===== src/rtl/clk_mode_pkg.sv =====
package clk_mode_pkg;

  typedef enum logic [2:0] {
    MD_LOOP_INT   = 3'd0,
    MD_LOOP_EXT   = 3'd1,
    MD_BYP_INT    = 3'd2,
    MD_BYP_INT_LP = 3'd3,
    MD_BYP_EXT    = 3'd4,
    MD_BYP_EXT_LP = 3'd5,
    MD_HALT       = 3'd6
  } mode_t;

  localparam int unsigned NUM_MODES = 7;

  localparam logic [1:0] MUX_LOOP = 2'b00;
  localparam logic [1:0] MUX_IREF = 2'b01;
  localparam logic [1:0] MUX_XREF = 2'b10;
  localparam logic [1:0] MUX_NONE = 2'b11;

  function automatic logic loop_on(input mode_t m);
    case (m)
      MD_LOOP_INT, MD_LOOP_EXT, MD_BYP_INT, MD_BYP_EXT: loop_on = 1'b1;
      default:                                          loop_on = 1'b0;
    endcase
  endfunction

  function automatic logic [1:0] mux_code(input mode_t m);
    case (m)
      MD_LOOP_INT, MD_LOOP_EXT:     mux_code = MUX_LOOP;
      MD_BYP_INT, MD_BYP_INT_LP:    mux_code = MUX_IREF;
      MD_BYP_EXT, MD_BYP_EXT_LP:    mux_code = MUX_XREF;
      default:                      mux_code = MUX_NONE;
    endcase
  endfunction

  function automatic logic uses_xref(input mode_t m);
    case (m)
      MD_LOOP_EXT, MD_BYP_EXT, MD_BYP_EXT_LP: uses_xref = 1'b1;
      default:                                uses_xref = 1'b0;
    endcase
  endfunction

endpackage


===== src/rtl/mode_decode.sv =====
module mode_decode
  import clk_mode_pkg::*;
(
  input  logic       ref_int,
  input  logic [1:0] clk_sel,
  input  logic       low_pwr,
  input  logic       dbg_active,
  input  mode_t      cur_mode,
  output mode_t      tgt_mode
);

  logic lp_ok;
  assign lp_ok = low_pwr & ~dbg_active;

  always_comb begin
    tgt_mode = cur_mode;
    unique case ({ref_int, clk_sel})
      3'b1_00: tgt_mode = MD_LOOP_INT;
      3'b0_00: tgt_mode = MD_LOOP_EXT;
      3'b1_01: tgt_mode = lp_ok ? MD_BYP_INT_LP : MD_BYP_INT;
      3'b0_10: tgt_mode = lp_ok ? MD_BYP_EXT_LP : MD_BYP_EXT;
      default: tgt_mode = cur_mode;
    endcase
  end

endmodule


===== src/rtl/mode_seq.sv =====
module mode_seq
  import clk_mode_pkg::*;
(
  input  logic                 clk,
  input  logic                 rst,
  input  logic                 stop_req,
  input  logic [1:0]           clk_sel,
  input  mode_t                tgt_mode,
  output mode_t                mode_q,
  output logic [NUM_MODES-1:0] onehot_q,
  output logic                 fll_q,
  output logic [1:0]           mux_q
);

  mode_t saved_q;
  mode_t mode_d;
  mode_t saved_d;

  always_comb begin
    mode_d  = mode_q;
    saved_d = saved_q;
    if (stop_req) begin
      if (mode_q != MD_HALT) saved_d = mode_q;
      mode_d = MD_HALT;
    end else if (mode_q == MD_HALT) begin
      mode_d = saved_q;
    end else begin
      mode_d = tgt_mode;
    end
  end

  always_ff @(posedge clk) begin
    if (rst) begin
      mode_q  <= MD_LOOP_INT;
      saved_q <= MD_LOOP_INT;
      fll_q   <= 1'b1;
      mux_q   <= MUX_LOOP;
    end else begin
      mode_q  <= mode_d;
      saved_q <= saved_d;
      fll_q   <= loop_on(mode_d);
      mux_q   <= mux_code(mode_d);
    end
  end

  for (genvar g = 0; g < NUM_MODES; g++) begin : g_onehot
    always_ff @(posedge clk) begin
      if (rst) onehot_q[g] <= (g == 0);
      else     onehot_q[g] <= (mode_d == mode_t'(g));
    end
  end

  AST_STOP_ENTER: assert property (@(posedge clk) disable iff (rst)
    stop_req |=> (mode_q == MD_HALT));
  AST_STOP_LEAVE: assert property (@(posedge clk) disable iff (rst)
    (mode_q == MD_HALT && !stop_req) |=> (mode_q == $past(saved_q)));
  AST_LOWPWR_LOOP_OFF: assert property (@(posedge clk) disable iff (rst)
    (mode_q == MD_BYP_INT_LP || mode_q == MD_BYP_EXT_LP || mode_q == MD_HALT) |-> !fll_q);
  AST_RESERVED_HOLD: assert property (@(posedge clk) disable iff (rst)
    (!stop_req && mode_q != MD_HALT && clk_sel == 2'b11) |=> $stable(mode_q));
  AST_ONEHOT_MATCH: assert property (@(posedge clk) disable iff (rst)
    onehot_q[mode_q] && ($countones(onehot_q) == 1));

endmodule


===== src/rtl/osc_startup.sv =====
module osc_startup #(
  parameter int unsigned STARTUP_CYCLES = 4096,
  localparam int unsigned CNT_W = $clog2(STARTUP_CYCLES + 1)
) (
  input  logic             clk,
  input  logic             rst,
  input  logic             osc_sel,
  input  logic             xref_en,
  input  logic             ext_mode,
  output logic [CNT_W-1:0] cnt_q,
  output logic             ready_q
);

  localparam logic [CNT_W-1:0] CNT_TOP  = CNT_W'(STARTUP_CYCLES);
  localparam logic [CNT_W-1:0] CNT_LAST = CNT_W'(STARTUP_CYCLES - 1);

  logic req;
  logic en_prev_q;
  logic sel_prev_q;
  logic drop_evt;

  assign req      = osc_sel & (xref_en | ext_mode);
  assign drop_evt = (en_prev_q & ~xref_en) | (sel_prev_q & ~osc_sel);

  always_ff @(posedge clk) begin
    if (rst) begin
      cnt_q      <= '0;
      ready_q    <= 1'b0;
      en_prev_q  <= 1'b0;
      sel_prev_q <= 1'b0;
    end else begin
      en_prev_q  <= xref_en;
      sel_prev_q <= osc_sel;
      if (!req)                cnt_q <= '0;
      else if (cnt_q != CNT_TOP) cnt_q <= cnt_q + 1'b1;
      if (drop_evt)                         ready_q <= 1'b0;
      else if (req && cnt_q == CNT_LAST)    ready_q <= 1'b1;
    end
  end

  AST_READY_AT_COUNT: assert property (@(posedge clk) disable iff (rst)
    $rose(ready_q) |-> (cnt_q == CNT_TOP));
  AST_COUNT_RESTART: assert property (@(posedge clk) disable iff (rst)
    !req |=> (cnt_q == '0));
  AST_READY_CLEAR_CAUSE: assert property (@(posedge clk) disable iff (rst)
    ($past(ready_q) && !ready_q) |->
      (($past(en_prev_q) && !$past(xref_en)) || ($past(sel_prev_q) && !$past(osc_sel))));

endmodule


===== src/rtl/clk_mode_ctrl.sv =====
module clk_mode_ctrl
  import clk_mode_pkg::*;
#(
  parameter int unsigned STARTUP_CYCLES = 4096,
  localparam int unsigned CNT_W = $clog2(STARTUP_CYCLES + 1)
) (
  input  logic                 clk,
  input  logic                 rst,
  input  logic                 ref_int,
  input  logic [1:0]           clk_sel,
  input  logic                 low_pwr,
  input  logic                 dbg_active,
  input  logic                 stop_req,
  input  logic                 xref_en,
  input  logic                 osc_sel,
  input  logic                 trim_fine,
  output logic [2:0]           mode_code,
  output logic [NUM_MODES-1:0] mode_onehot,
  output logic                 fll_en,
  output logic [1:0]           clk_mux_sel,
  output logic                 osc_ready,
  output logic [CNT_W-1:0]     osc_count,
  output logic                 trim_out
);

  mode_t cur_mode;
  mode_t tgt_mode;
  logic  trim_q;

  mode_decode u_decode (
    .ref_int    (ref_int),
    .clk_sel    (clk_sel),
    .low_pwr    (low_pwr),
    .dbg_active (dbg_active),
    .cur_mode   (cur_mode),
    .tgt_mode   (tgt_mode)
  );

  mode_seq u_seq (
    .clk      (clk),
    .rst      (rst),
    .stop_req (stop_req),
    .clk_sel  (clk_sel),
    .tgt_mode (tgt_mode),
    .mode_q   (cur_mode),
    .onehot_q (mode_onehot),
    .fll_q    (fll_en),
    .mux_q    (clk_mux_sel)
  );

  osc_startup #(.STARTUP_CYCLES(STARTUP_CYCLES)) u_osc (
    .clk      (clk),
    .rst      (rst),
    .osc_sel  (osc_sel),
    .xref_en  (xref_en),
    .ext_mode (uses_xref(cur_mode)),
    .cnt_q    (osc_count),
    .ready_q  (osc_ready)
  );

  always_ff @(posedge clk) begin
    if (rst) trim_q <= 1'b0;
    else     trim_q <= trim_fine;
  end

  assign mode_code = cur_mode;
  assign trim_out  = trim_q;

  AST_RESET_DEFAULT: assert property (@(posedge clk)
    $past(rst) |-> (mode_code == 3'd0 && !osc_ready && !trim_out));
  AST_TRIM_FOLLOW: assert property (@(posedge clk) disable iff (rst)
    $past(!rst) |-> (trim_out == $past(trim_fine)));

endmodule


===== config.mk =====
export PLATFORM = sky130hd
export DESIGN_NAME = clk_mode_ctrl
export DESIGN_NICKNAME = d
export VERILOG_FILES = /design/src/rtl/clk_mode_pkg.sv /design/src/rtl/mode_decode.sv /design/src/rtl/mode_seq.sv /design/src/rtl/osc_startup.sv /design/src/rtl/clk_mode_ctrl.sv
export SDC_FILE = /design/constraint.sdc
export NUM_CORES = 1
export LEC_CHECK = 0
export ABC_CLOCK_PERIOD_IN_PS = 1700
export CORE_ASPECT_RATIO = 0.8
export CORE_MARGIN = 2
export CORE_UTILIZATION = 35
export CTS_CLUSTER_SIZE = 10
export DETAILED_ROUTE_END_ITERATION = 8
export DONT_BUFFER_PORTS = 1
export PLACE_DENSITY = 0.5
export SETUP_SLACK_MARGIN = 0.15
export SYNTH_ARGS = -nofsm -noshare
export SYNTH_HDL_FRONTEND = slang
export SYNTH_SLANG_ARGS = --single-unit

===== constraint.sdc =====
create_clock -name clk -period 1.7 [get_ports clk]
set_input_delay 0.085 -clock clk [delete_from_list [all_inputs] [get_ports clk]]
set_output_delay 0.085 -clock clk [all_outputs]
set_load 0.02 [all_outputs]

==> results of run 1 <==
## metal layers
layer	global-route usage [%]	routed length (um)	share of wire [%]
met1	20.7	1520	51
met2	18.3	1200	40
met3	6.64	233	7.7
met4	7.65	55	1.8
met5	0	0	0
## metrics by stage
stage | util [%] | hold slack [ps] | cell area (sq um) | std cells | setup WS (ps)
5_1_grt | 47.3 | 19.7 | 1800 | 233 | 133
6_report | 47.3 | 7.44 | 1800 | 233 | 251
3_3_place_gp | 41.4 | 157 | 1570 | 219 | 143
2_1_floorplan | - | 209 | 1390 | 151 | 155
3_5_place_dp | 41.4 | 161 | 1570 | 219 | 101
4_1_cts | 46.0 | 2.06 | 1750 | 232 | 156
## cell type report
type | instances | area (sq um)
clock buffers | 7 | 86.3
clock inverters | 1 | 30.0
fillers | 379 | 2000
inverters | 5 | 18.8
multi-input cells | 109 | 736
flip-flops and latches | 33 | 673
well taps | 55 | 68.8
repair buffers | 23 | 188
## path summary, 6_finish.rpt
path | start | end
setup / recovery | u_seq.mode_q[0]$_SDFF_PP0_ | u_seq.onehot_q[6]$_SDFF_PP0_
hold / removal | stop_req | u_seq.saved_q[1]$_SDFFE_PP0P_
setup reg to reg | u_seq.mode_q[0]$_SDFF_PP0_ | u_seq.onehot_q[6]$_SDFF_PP0_
hold reg to reg | u_osc.en_prev_q$_SDFF_PP0_ | u_osc.ready_q$_SDFFE_PP0P_
## kinds of logic (layout without fill, tap and decap cells)
| family | count (synthesis) | in the layout | share of synthesized area (%) |
|---|---|---|---|
| AOI/OAI and AO/OA | 19 | 19 | 10.2 |
| xor gates and xnor gates | 12 | 12 | 7.56 |
| adders and majority gates | 2 | 2 | 1.80 |
| buffers and inverters | 9 | 36 | 2.43 |
| DFF | 33 | 33 | 47.5 |
| muxes | 2 | 2 | 1.53 |
| and+or+nand+nor | 74 | 74 | 29.0 |
## state kept, by name (all words and copies together) (netlist names)
signal and cells:
u_osc.ready_q 1, u_seq.saved_q 3, trim_out 1, u_seq.onehot_q 7, u_osc.en_prev_q 1, u_osc.sel_prev_q 1, u_seq.mux_q 2, u_osc.cnt_q 13
u_seq.fll_q 1, u_seq.mode_q 3
## where the power goes
| part | switching, uW | internal [uW] | total, uW | leakage (uW) |
|---|---|---|---|---|
| Sequential | 41.5 | 803 | 845 | 0.000272 |
| Combinational | 88.5 | 78.1 | 167 | 0.000376 |
| Clock | 274 | 478 | 752 | 0.0000585 |
## worst max-delay path, delay by kind of cell (launching register included)
| family | cells | cell delay, ps |
|---|---|---|
| DFF | 1 | 420 |
| AOI/OAI and AO/OA | 1 | 190 |
| and+or+nand+nor | 4 | 580 |
| buffers and inverters | 1 | 170 |
## repair_timing
action	4_1_cts	5_1_grt
pin swaps	0	4
buffers inserted	0	1
gates cloned	0	0
resized for setup	2	13
hold buffers	5	0
setup endpoints to repair	3	22
hold endpoints to repair	17	0
## cells in the final DEF (no fill, tap or decap), types with 2 or more instances in the layout
master	instances
nand4b_1	2
xor2_1	8
dlygate4sd3_1	4
xnor2_1	4
nand4_1	3
a21oi_1	4
nor2_2	2
nor2_1	25
and3_1	2
nand2_1	6
o21ai_1	2
buf_4	18
a31oi_1	2
dfxtp_4	3
nand3_1	8
o21ai_0	4
nor2b_1	7
nor3_1	3
clkbuf_8	6
dfxtp_1	29
ha_1	2
inv_1	5
nor4_1	3
==> run metrics, run 1 <==
min Tclk post-route=1450 ps; worst hold path type=input port to register; Wirelength per Cell=approximately 13 um; largest cells by area after synthesis=dfxtp_1 48%, nor2_1 7.0%, xor2_1 5.0%, nor2b_1 3.2%, nand3_1 2.9%; CTS tree=yes; largest stage delay on the critical path=approximately 420 ps; r2r worst-path depth=6; Remaining Overflow, GRT=0; Yosys Warn Count=0; Yosys cell types=37; setup_tns=0 ps; Crit Path Max Fanout=8; Synth Net Count=164; drt first pass iters=4; clk sinks=33; EDFF count, synth=0; Area Growth Syn to Fin=29.5%; asr flop ratio synth=0%; worst path cell trace=nand3b_4, nor2_1, a21oi_1, nor2_2, buf_4, nor4_1; Synth Cell Area=1390 sq um; first-pass GRT wire length=4.78 mm; Synth top cells by count=33 x dfxtp_1, 26 x nor2_1, 8 x nand3_1, 8 x xor2_1; top cell type's share of synthesized area=approximately 48%; clk_skew=5.35 ps; cell taking the most area after synthesis=dfxtp_1; DR vias/cell=4.89; IO Port Bufs=0; gpl congestion=between 0.7 and 0.8; DIE AREA=4490 sq um; 1st-iter DRT viols=23; Slowest-stage cell, CP=dfxtp_4; worst hold path depth=2; register area share after synthesis=47.5%; layout cells sized above 1=23.6%; Num CTS Buffers=5; R2R setup slack=roughly 250 ps; Cells after Synth=around 150; CP Capture Type=register; CTS root buffer=clkbuf_8; Max Clock Freq=690 MHz; Max Slew Vio Count=0; final worst path period share=85.2%; Initial Utilization=36.5%; count leader, synth=dfxtp_1; Power Dens Cells=979 nW/um^2; antenna-violating nets left=0; largest net degree at the start of global routing=18; Primary FF master, synth=dfxtp_1; VDD IR max=623 uV; Skew-Pair Late Insertion Delay=280 ps; Max-Cap Viols=0; worst slew pin tran=670 ps; vias in the first global route=992; status=complete, no violations; WS Path Type=register to register; syn_area_per_cell=between 9 and 10 sq um; final setup fails=0; WP data arrival=1640 ps; CP Launch Type=register; antenna cells=0; flops & latches, synth=33; GRT Total Usage=14.6%; drt total wl=3.01 mm; Fin. Hold Viols=0; layout net count=190; Top-Level Pins=39; initial antenna violation count=0; htree depth=2; die height=a little over 60 um; Leak=0.000706 uW; Die W=around 74 um; hpwl dp=2.18 mm; CTS Buffer Depth=2; Slew headroom=55.3%; # DRC=0; unrepaired setup endpoints after global routing=true; vias=between 1000 and 1500; CTS clk-pin slew, worst paths=70 ps; Rows=20; Req. time, crit path=1890 ps; overall power=1760 uW; core region area=3800 sq um
Power figures use the tool's default switching activity.
==> run 2: changes to the inputs <==
CTS_BUF_LIST = sky130_fd_sc_hd__clkbuf_2   (was not set)
SYNTH_HIERARCHICAL = 1   (was not set)
==> run 2 against run 1 <==
Compared with the run above: the run now ends with hold timing left; critical path depth unchanged; largest cell class unchanged; fmax decreased by 8.6%; cell count grew 5.6%; clock-buffer cell count is 2 lower; die area grew 7.1%; synthesized area increased by 7.6%; routed wire length rose by 15%; sequential power rose by 0.8%; clock power down 51%; synthesized cell count rose by 4.0%; register-to-register slack lost 140 ps.
==> run metrics, run 2 <==
met2 Track Usage GR=23.1% (was 18.3%); Slowest-stage cell, CP=dfxtp_4 (unchanged); htree depth=2 (unchanged); register area share after synthesis=44.2% (was 47.5%); GRT Total Usage=15.3% (was 14.6%); IO Port Bufs=0 (unchanged); Synth top cells by count=33 x dfxtp_1, 26 x nor2_1, 9 x nand2_1 (was 33 x dfxtp_1, 26 x nor2_1, 8 x nand3_1, 8 x xor2_1); EDFF count, synth=0 (unchanged); Fin. Hold Viols=14 (was 0); Largest register FFs=13 (unchanged); crit path buf inv count=0 (was 1); worst path cell trace=nand2b_4, o31ai_4, a221oi_4, mux2i_2, or2_4, and3_1 (was nand3b_4, nor2_1, a21oi_1, nor2_2, buf_4, nor4_1); CP Launch Type=register (unchanged); gpl congestion=0.782 (was 0.798); Skew-Pair Late Insertion Delay=370 ps (was 280 ps); vias in the first global route=1199 (was 992); Remaining Overflow, GRT=0 (unchanged); DR vias/cell=4.97 (was 4.89); Min-Delay Endpoint=u_seq/fll_q$_SDFF_PP1_ (was u_seq.saved_q[1]$_SDFFE_PP0P_); Slew headroom=56.5% (was 55.3%); Synth Net Count=170 (was 164); asr flop ratio synth=0% (unchanged); Cells after Synth=157 (was 151); Synth Cell Area=1500 sq um (was 1390 sq um); status=finished, violations left (was complete, no violations); post-route setup slack=114 ps (was 251 ps); Biggest register=u_osc/cnt_q (was u_osc.cnt_q); placed cells=226 (was 219); Yosys cell types=44 (was 37); vias=1222 (was 1140); flops & latches, synth=33 (unchanged); Rows=21 (was 20); reg-to-reg endpoint=u_seq/onehot_q[4]$_SDFF_PP0_ (was u_seq.onehot_q[6]$_SDFF_PP0_); Critical Path Stages=6 (unchanged); final worst path period share=93.3% (was 85.2%); CTS clk-pin slew, worst paths=180 ps (was 70 ps); hold slack=-118 ps (was 7.44 ps); Req. time, crit path=1980 ps (was 1890 ps); syn_area_per_cell=9.52 sq um (was 9.21 sq um); Num CTS Buffers=5 (unchanged); antenna-violating nets left=0 (unchanged); WS Path Type=register to register (unchanged); worst slew pin tran=651 ps (was 670 ps); # DRC=0 (unchanged); worst hold path type=input port to register (unchanged); hpwl dp=2.36 mm (was 2.18 mm); largest stage delay on the critical path=390 ps (was 420 ps); Yosys Warn Count=6 (was 0); commonest non-fill, non-tap cell in the layout=dfxtp_1 (unchanged); Initial Utilization=36.0% (was 36.5%); CTS Buffer Depth=2 (unchanged); core region area=4150 sq um (was 3800 sq um); largest net degree at the start of global routing=17 (was 18); Top-Level Pins=39 (unchanged); WP data arrival=1860 ps (was 1640 ps); final setup fails=0 (unchanged); count leader, synth=dfxtp_1 (unchanged); clk_skew=17.1 ps (was 5.35 ps); R2R setup slack=110 ps (was 250 ps); min-delay src=stop_req (unchanged); Leak=0.000781 uW (was 0.000706 uW); CTS root buffer=clkbuf_2 (was clkbuf_8); final std cells w/o fill=246 (was 233); drt total wl=3.47 mm (was 3.01 mm); met3 GRT Util=5.35% (was 6.64%); Post-Place Worst Slack=42.8 ps (was 101 ps); unrepaired setup endpoints after global routing=true (unchanged); Max Clock Freq=631 MHz (was 690 MHz); VDD IR max=244 uV (was 623 uV); Primary FF master, synth=dfxtp_1 (unchanged); layout net count=201 (was 190); Wirelength per Cell=14.1 um (was 12.9 um); Crit Path Max Fanout=5 (was 8); Max-Cap Viols=0 (unchanged); CTS tree=yes (unchanged); Max Slew Vio Count=0 (unchanged); antenna cells=0 (unchanged); Area Growth Syn to Fin=28.7% (was 29.5%); GR Util met1=20.0% (was 20.7%); Power Dens Cells=734 nW/um^2 (was 979 nW/um^2); min Tclk post-route=1590 ps (was 1450 ps); layer with the highest usage=met2 (was met1); most frequent cells in the layout=26 x dfxtp_1, 25 x nor2_1, 21 x buf_4, 9 x nand2_1, 7 x dlygate4sd3_1 (was 29 x dfxtp_1, 25 x nor2_1, 18 x buf_4, 8 x nand3_1, 8 x xor2_1); origin of the critical flop-to-flop path=u_seq/mode_q[0]$_SDFF_PP0_ (was u_seq.mode_q[0]$_SDFF_PP0_); die height=62.5 um (was 60.4 um); clk sinks=33 (unchanged); top cell type's share of synthesized area=44.2% (was 47.5%); top cell family by delay on the critical path=simple AND/OR/NAND/NOR gates (unchanged); largest cells by area after synthesis=dfxtp_1 44%, nor2_1 6.5%, xnor2_1 3.5%, xor2_1 2.9%, a211oi_4 2.7% (was dfxtp_1 48%, nor2_1 7.0%, xor2_1 5.0%, nor2b_1 3.2%, nand3_1 2.9%); setup_tns=0 ps (unchanged); DIE AREA=4810 sq um (was 4490 sq um); CP Capture Type=register (unchanged); cell taking the most area after synthesis=dfxtp_1 (unchanged); drt first pass iters=4 (unchanged); initial antenna violation count=0 (unchanged); worst hold path depth=2 (unchanged); 1st-iter DRT viols=37 (was 23); r2r worst-path depth=6 (unchanged); failing checks=hold timing; Die W=77.1 um (was 74.5 um); first-pass GRT wire length=5.76 mm (was 4.78 mm); Regs by FF count=u_osc/cnt_q: 13 flops, u_seq/onehot_q: 7 flops (was u_osc.cnt_q: 13 flops, u_seq.onehot_q: 7 flops); layout cells sized above 1=31.7% (was 23.6%)
run 2: cell count changes in the layout (fill, tap and decap cells not counted), moves of 4 or more:
cell and delta:
clkbuf_8 -6, and3_1 +4, clkbuf_2 +5, nand3_1 -4
run 2: cells by family after synthesis:
group,synth area share (%)
fa+ha+maj,1.67
compound gates,10.9
buf+inv,2.18
flops,44.2
simple gates,33.3
mux,1.34
xor+xnor,6.44
run 2: where the power goes:
group / total [uW] / switching [uW] / internal (uW)
Combinational: 192 / 91.6 / 100
Clock: 369 / 273 / 96.1
Sequential: 852 / 48.3 / 803
Total: 1410 / 413 / 999
run 2: area by class of cell:
type | count | area, sq um
fillers | 426 | 2230
flip-flops and latches | 33 | 677
multi-input cells | 116 | 891
clock inverters | 3 | 17.5
well taps | 57 | 71.3
inverters | 4 | 15.0
repair buffers | 28 | 228
clock buffers | 5 | 25.0
run 2: how the worst max path moves through the flow:
| stage | to | slack, ps | from |
|---|---|---|---|
| 2_1_floorplan | u_seq/onehot_q[0]$_SDFF_PP1_ | 170 | u_seq/mode_q[0]$_SDFF_PP0_ |
| 6_report | u_seq/onehot_q[4]$_SDFF_PP0_ | 110 | u_seq/mode_q[0]$_SDFF_PP0_ |
| 3_3_place_gp | u_seq/onehot_q[0]$_SDFF_PP1_ | 120 | u_seq/mode_q[0]$_SDFF_PP0_ |
| 5_1_grt | u_seq/onehot_q[0]$_SDFF_PP1_ | 50 | u_seq/mode_q[0]$_SDFF_PP0_ |
| 4_1_cts | u_seq/onehot_q[4]$_SDFF_PP0_ | 130 | u_seq/mode_q[0]$_SDFF_PP0_ |
| 3_5_place_dp | u_seq/onehot_q[4]$_SDFF_PP0_ | 40 | u_seq/mode_q[0]$_SDFF_PP0_ |
run 2: per-stage QoR:
stage / power (uW) / instance area [sq um] / util, % / hold WS, ps
finish: 1410 / 1920 / 46.4 / -118
global route: 1510 / 1920 / 46.4 / -166
CTS: 1400 / 1820 / 43.7 / -193
detailed placement: 1000 / 1690 / 40.7 / 154
global placement: 1000 / 1690 / 40.7 / 157
floorplan: 970 / 1520 / - / 154
run 2: layer usage:
layer | vias to the layer above | routed length, um
met5 | - | 0
met4 | 0 | 51
met3 | 6 | 173
met2 | 27 | 1520
met1 | 579 | 1730
li1 | 610 | -
run 2: repair_timing:
item / 4_1_cts / 5_1_grt
buffers inserted: 2 / 3
endpoints found under the setup margin: 6 / 14
hold buffers: 6 / 1
pin swaps: 1 / 9
resized for setup: 3 / 15
hold endpoints to repair: 20 / 15
==> run 3: changes to the inputs <==
CORE_MARGIN = 3   (was 2)
==> run 3 against run 2 <==
Compared with the run above: the run now ends clean; fmax grew 3.9%; final area decreased by 3.7%; core utilization increased by 0.51 points; die area increased by 5.9%; cell count fell by 2.0%; critical path type unchanged; critical endpoint is now u_seq/onehot_q[0]$_SDFF_PP1_.
==> run metrics, run 3 (synthesized netlist as in run 2, its figures left out) <==
status=complete, no violations (was finished, violations left); # DRC=0 (unchanged); drt first pass iters=4 (unchanged); 1st-iter DRT viols=50 (was 37); Fin. Hold Viols=0 (was 14); Num CTS Buffers=5 (unchanged); Max-Cap Viols=0 (unchanged); Power Dens Cells=748 nW/um^2 (was 734 nW/um^2); initial antenna violation count=0 (unchanged); post-layout util=46.9% (was 46.4%); CP Capture Type=register (unchanged); worst hold path type=input port to register (unchanged); reg-to-reg endpoint=u_seq/onehot_q[0]$_SDFF_PP1_ (was u_seq/onehot_q[4]$_SDFF_PP0_); setup_tns=0 ps (unchanged); vias=1177 (was 1222); CP Launch Type=register (unchanged); final worst path period share=89.8% (was 93.3%); Top-Level Pins=39 (unchanged); Critical Path Source=u_seq/mode_q[0]$_SDFF_PP0_ (unchanged); Slew headroom=58.2% (was 56.5%); CTS Buffer Depth=2 (unchanged); Area Growth Syn to Fin=23.9% (was 28.7%); top cell family by delay on the critical path=compound AO/OA/AOI/OAI gates (was simple AND/OR/NAND/NOR gates); largest stage delay on the critical path=390 ps (about the same); htree depth=2 (unchanged); CTS tree=yes (unchanged); R2R setup slack=170 ps (was 110 ps); Wirelength per Cell=13.5 um (was 14.1 um); unrepaired setup endpoints after global routing=true (unchanged); antenna-violating nets left=0 (unchanged); layout cells sized above 1=30.1% (was 31.7%); Slowest-stage cell, CP=dfxtp_4 (unchanged); placed cells=225 (was 226); Post-DP Area=1690 sq um (about the same); WP data arrival=1790 ps (was 1860 ps); post-route cell area=1850 sq um (was 1920 sq um); clk_skew=7.27 ps (was 17.1 ps); Req. time, crit path=1960 ps (was 1980 ps); hpwl dp=2.45 mm (was 2.36 mm); Leak=0.000768 uW (was 0.000781 uW); Rows=20 (was 21); overall power=1390 uW (was 1410 uW); min Tclk post-route=1530 ps (was 1590 ps); VDD IR max=290 uV (was 244 uV); crit path buf inv count=0 (unchanged); gpl congestion=0.767 (was 0.782); final setup fails=0 (unchanged); Die W=79.1 um (was 77.1 um); Skew-Pair Late Insertion Delay=340 ps (was 370 ps); Max Clock Freq=655 MHz (was 631 MHz); GRT Total Usage=13.8% (was 15.3%); Initial Utilization=37.8% (was 36.0%); Regs by FF count=u_osc/cnt_q: 13 flops, u_seq/onehot_q: 7 flops (unchanged); most frequent cells in the layout=26 x dfxtp_1, 26 x nor2_1, 20 x buf_4, 9 x nand2_1 (was 26 x dfxtp_1, 25 x nor2_1, 21 x buf_4, 9 x nand2_1, 7 x dlygate4sd3_1); final std cells w/o fill=241 (was 246); Remaining Overflow, GRT=0 (unchanged); worst setup path endpoint=u_seq/onehot_q[0]$_SDFF_PP1_ (was u_seq/onehot_q[4]$_SDFF_PP0_); worst slew pin tran=626 ps (was 651 ps); Biggest register=u_osc/cnt_q (unchanged); WS Path Type=register to register (unchanged); Largest register FFs=13 (unchanged); core region area=3950 sq um (was 4150 sq um); IO Port Bufs=0 (unchanged); CTS root buffer=clkbuf_2 (unchanged); min-delay src=clk_sel[1] (was stop_req); Critical Path Stages=6 (unchanged); DR vias/cell=4.88 (was 4.97); origin of the critical flop-to-flop path=u_seq/mode_q[0]$_SDFF_PP0_ (unchanged); first-pass GRT wire length=5.55 mm (was 5.76 mm); layout net count=198 (was 201); DIE AREA=5100 sq um (was 4810 sq um); Crit Path Max Fanout=5 (unchanged); Max Slew Vio Count=0 (unchanged); antenna cells=0 (unchanged); drt total wl=3.26 mm (was 3.47 mm); largest net degree at the start of global routing=17 (unchanged); worst path cell trace=nand2b_4, o31ai_4, a221oi_2, mux2i_1, or2_4, a21o_2 (was nand2b_4, o31ai_4, a221oi_4, mux2i_2, or2_4, and3_1); vias in the first global route=1129 (was 1199); die height=64.5 um (was 62.5 um); CTS clk-pin slew, worst paths=170 ps (was 180 ps); clk sinks=33 (unchanged); r2r worst-path depth=6 (unchanged)
run 3: final cells by class:
| cell class | instances | area [sq um] |
|---|---|---|
| Clock buffer | 5 | 25.0 |
| Tap cell | 55 | 68.8 |
| Fill cell | 413 | 2100 |
| Inverter | 4 | 15.0 |
| Clock inverter | 3 | 16.3 |
| Timing Repair Buffer | 25 | 200 |
| Multi-Input combinational cell | 116 | 856 |
| Sequential cell | 33 | 672 |
run 3: worst reg2reg max path, cell delays in order (launching register included):
cell and delay (ps):
dfxtp_4 390, nand2b_4 120, o31ai_4 60, a221oi_2 270, mux2i_1 140, or2_4 270, a21o_2 190
run 3: timing repair:
| item | CTS | global route |
|---|---|---|
| pin swaps | 0 | 3 |
| endpoints found under the setup margin | 4 | 9 |
| setup buffers | 2 | 1 |
| endpoints found under the hold margin | 20 | 0 |
| hold buffers | 5 | 0 |
| gates resized for setup | 1 | 9 |
| gates cloned | 0 | 0 |
run 3: worst min path at each step:
stage | cells past startpoint | to
2_1_floorplan | 1 | u_osc/ready_q$_SDFFE_PP0P_
3_3_place_gp | 1 | u_seq/mode_q[0]$_SDFF_PP0_
3_5_place_dp | 1 | u_seq/mode_q[1]$_SDFF_PP0_
4_1_cts | 4 | u_seq/fll_q$_SDFF_PP1_
5_1_grt | 4 | u_seq/fll_q$_SDFF_PP1_
6_report | 4 | u_seq/fll_q$_SDFF_PP1_
run 3: layer usage:
metal	vias to the layer above	wire, um	global-route usage (%)
met4	0	13	3.22
met3	2	204	5.28
met5	-	0	0
met1	549	1640	19.5
li1	600	-	-
met2	26	1400	20.0
run 3: where the power goes:
part	total [uW]	leakage (uW)	switching, uW	internal [uW]
Sequential	851	0.000273	46.4	804
Combinational	175	0.000462	88.8	85.9
Clock	361	0.0000331	262	98.4
Total	1390	0.000768	397	989
run 3: through the flow:
stage | worst slack, ps | hold WS, ps
floorplan | 166 | 154
global placement | 86.1 | 153
detailed placement | 37.4 | 155
CTS | 152 | 44.9
global route | 104 | 51.7
finish | 174 | 81.7
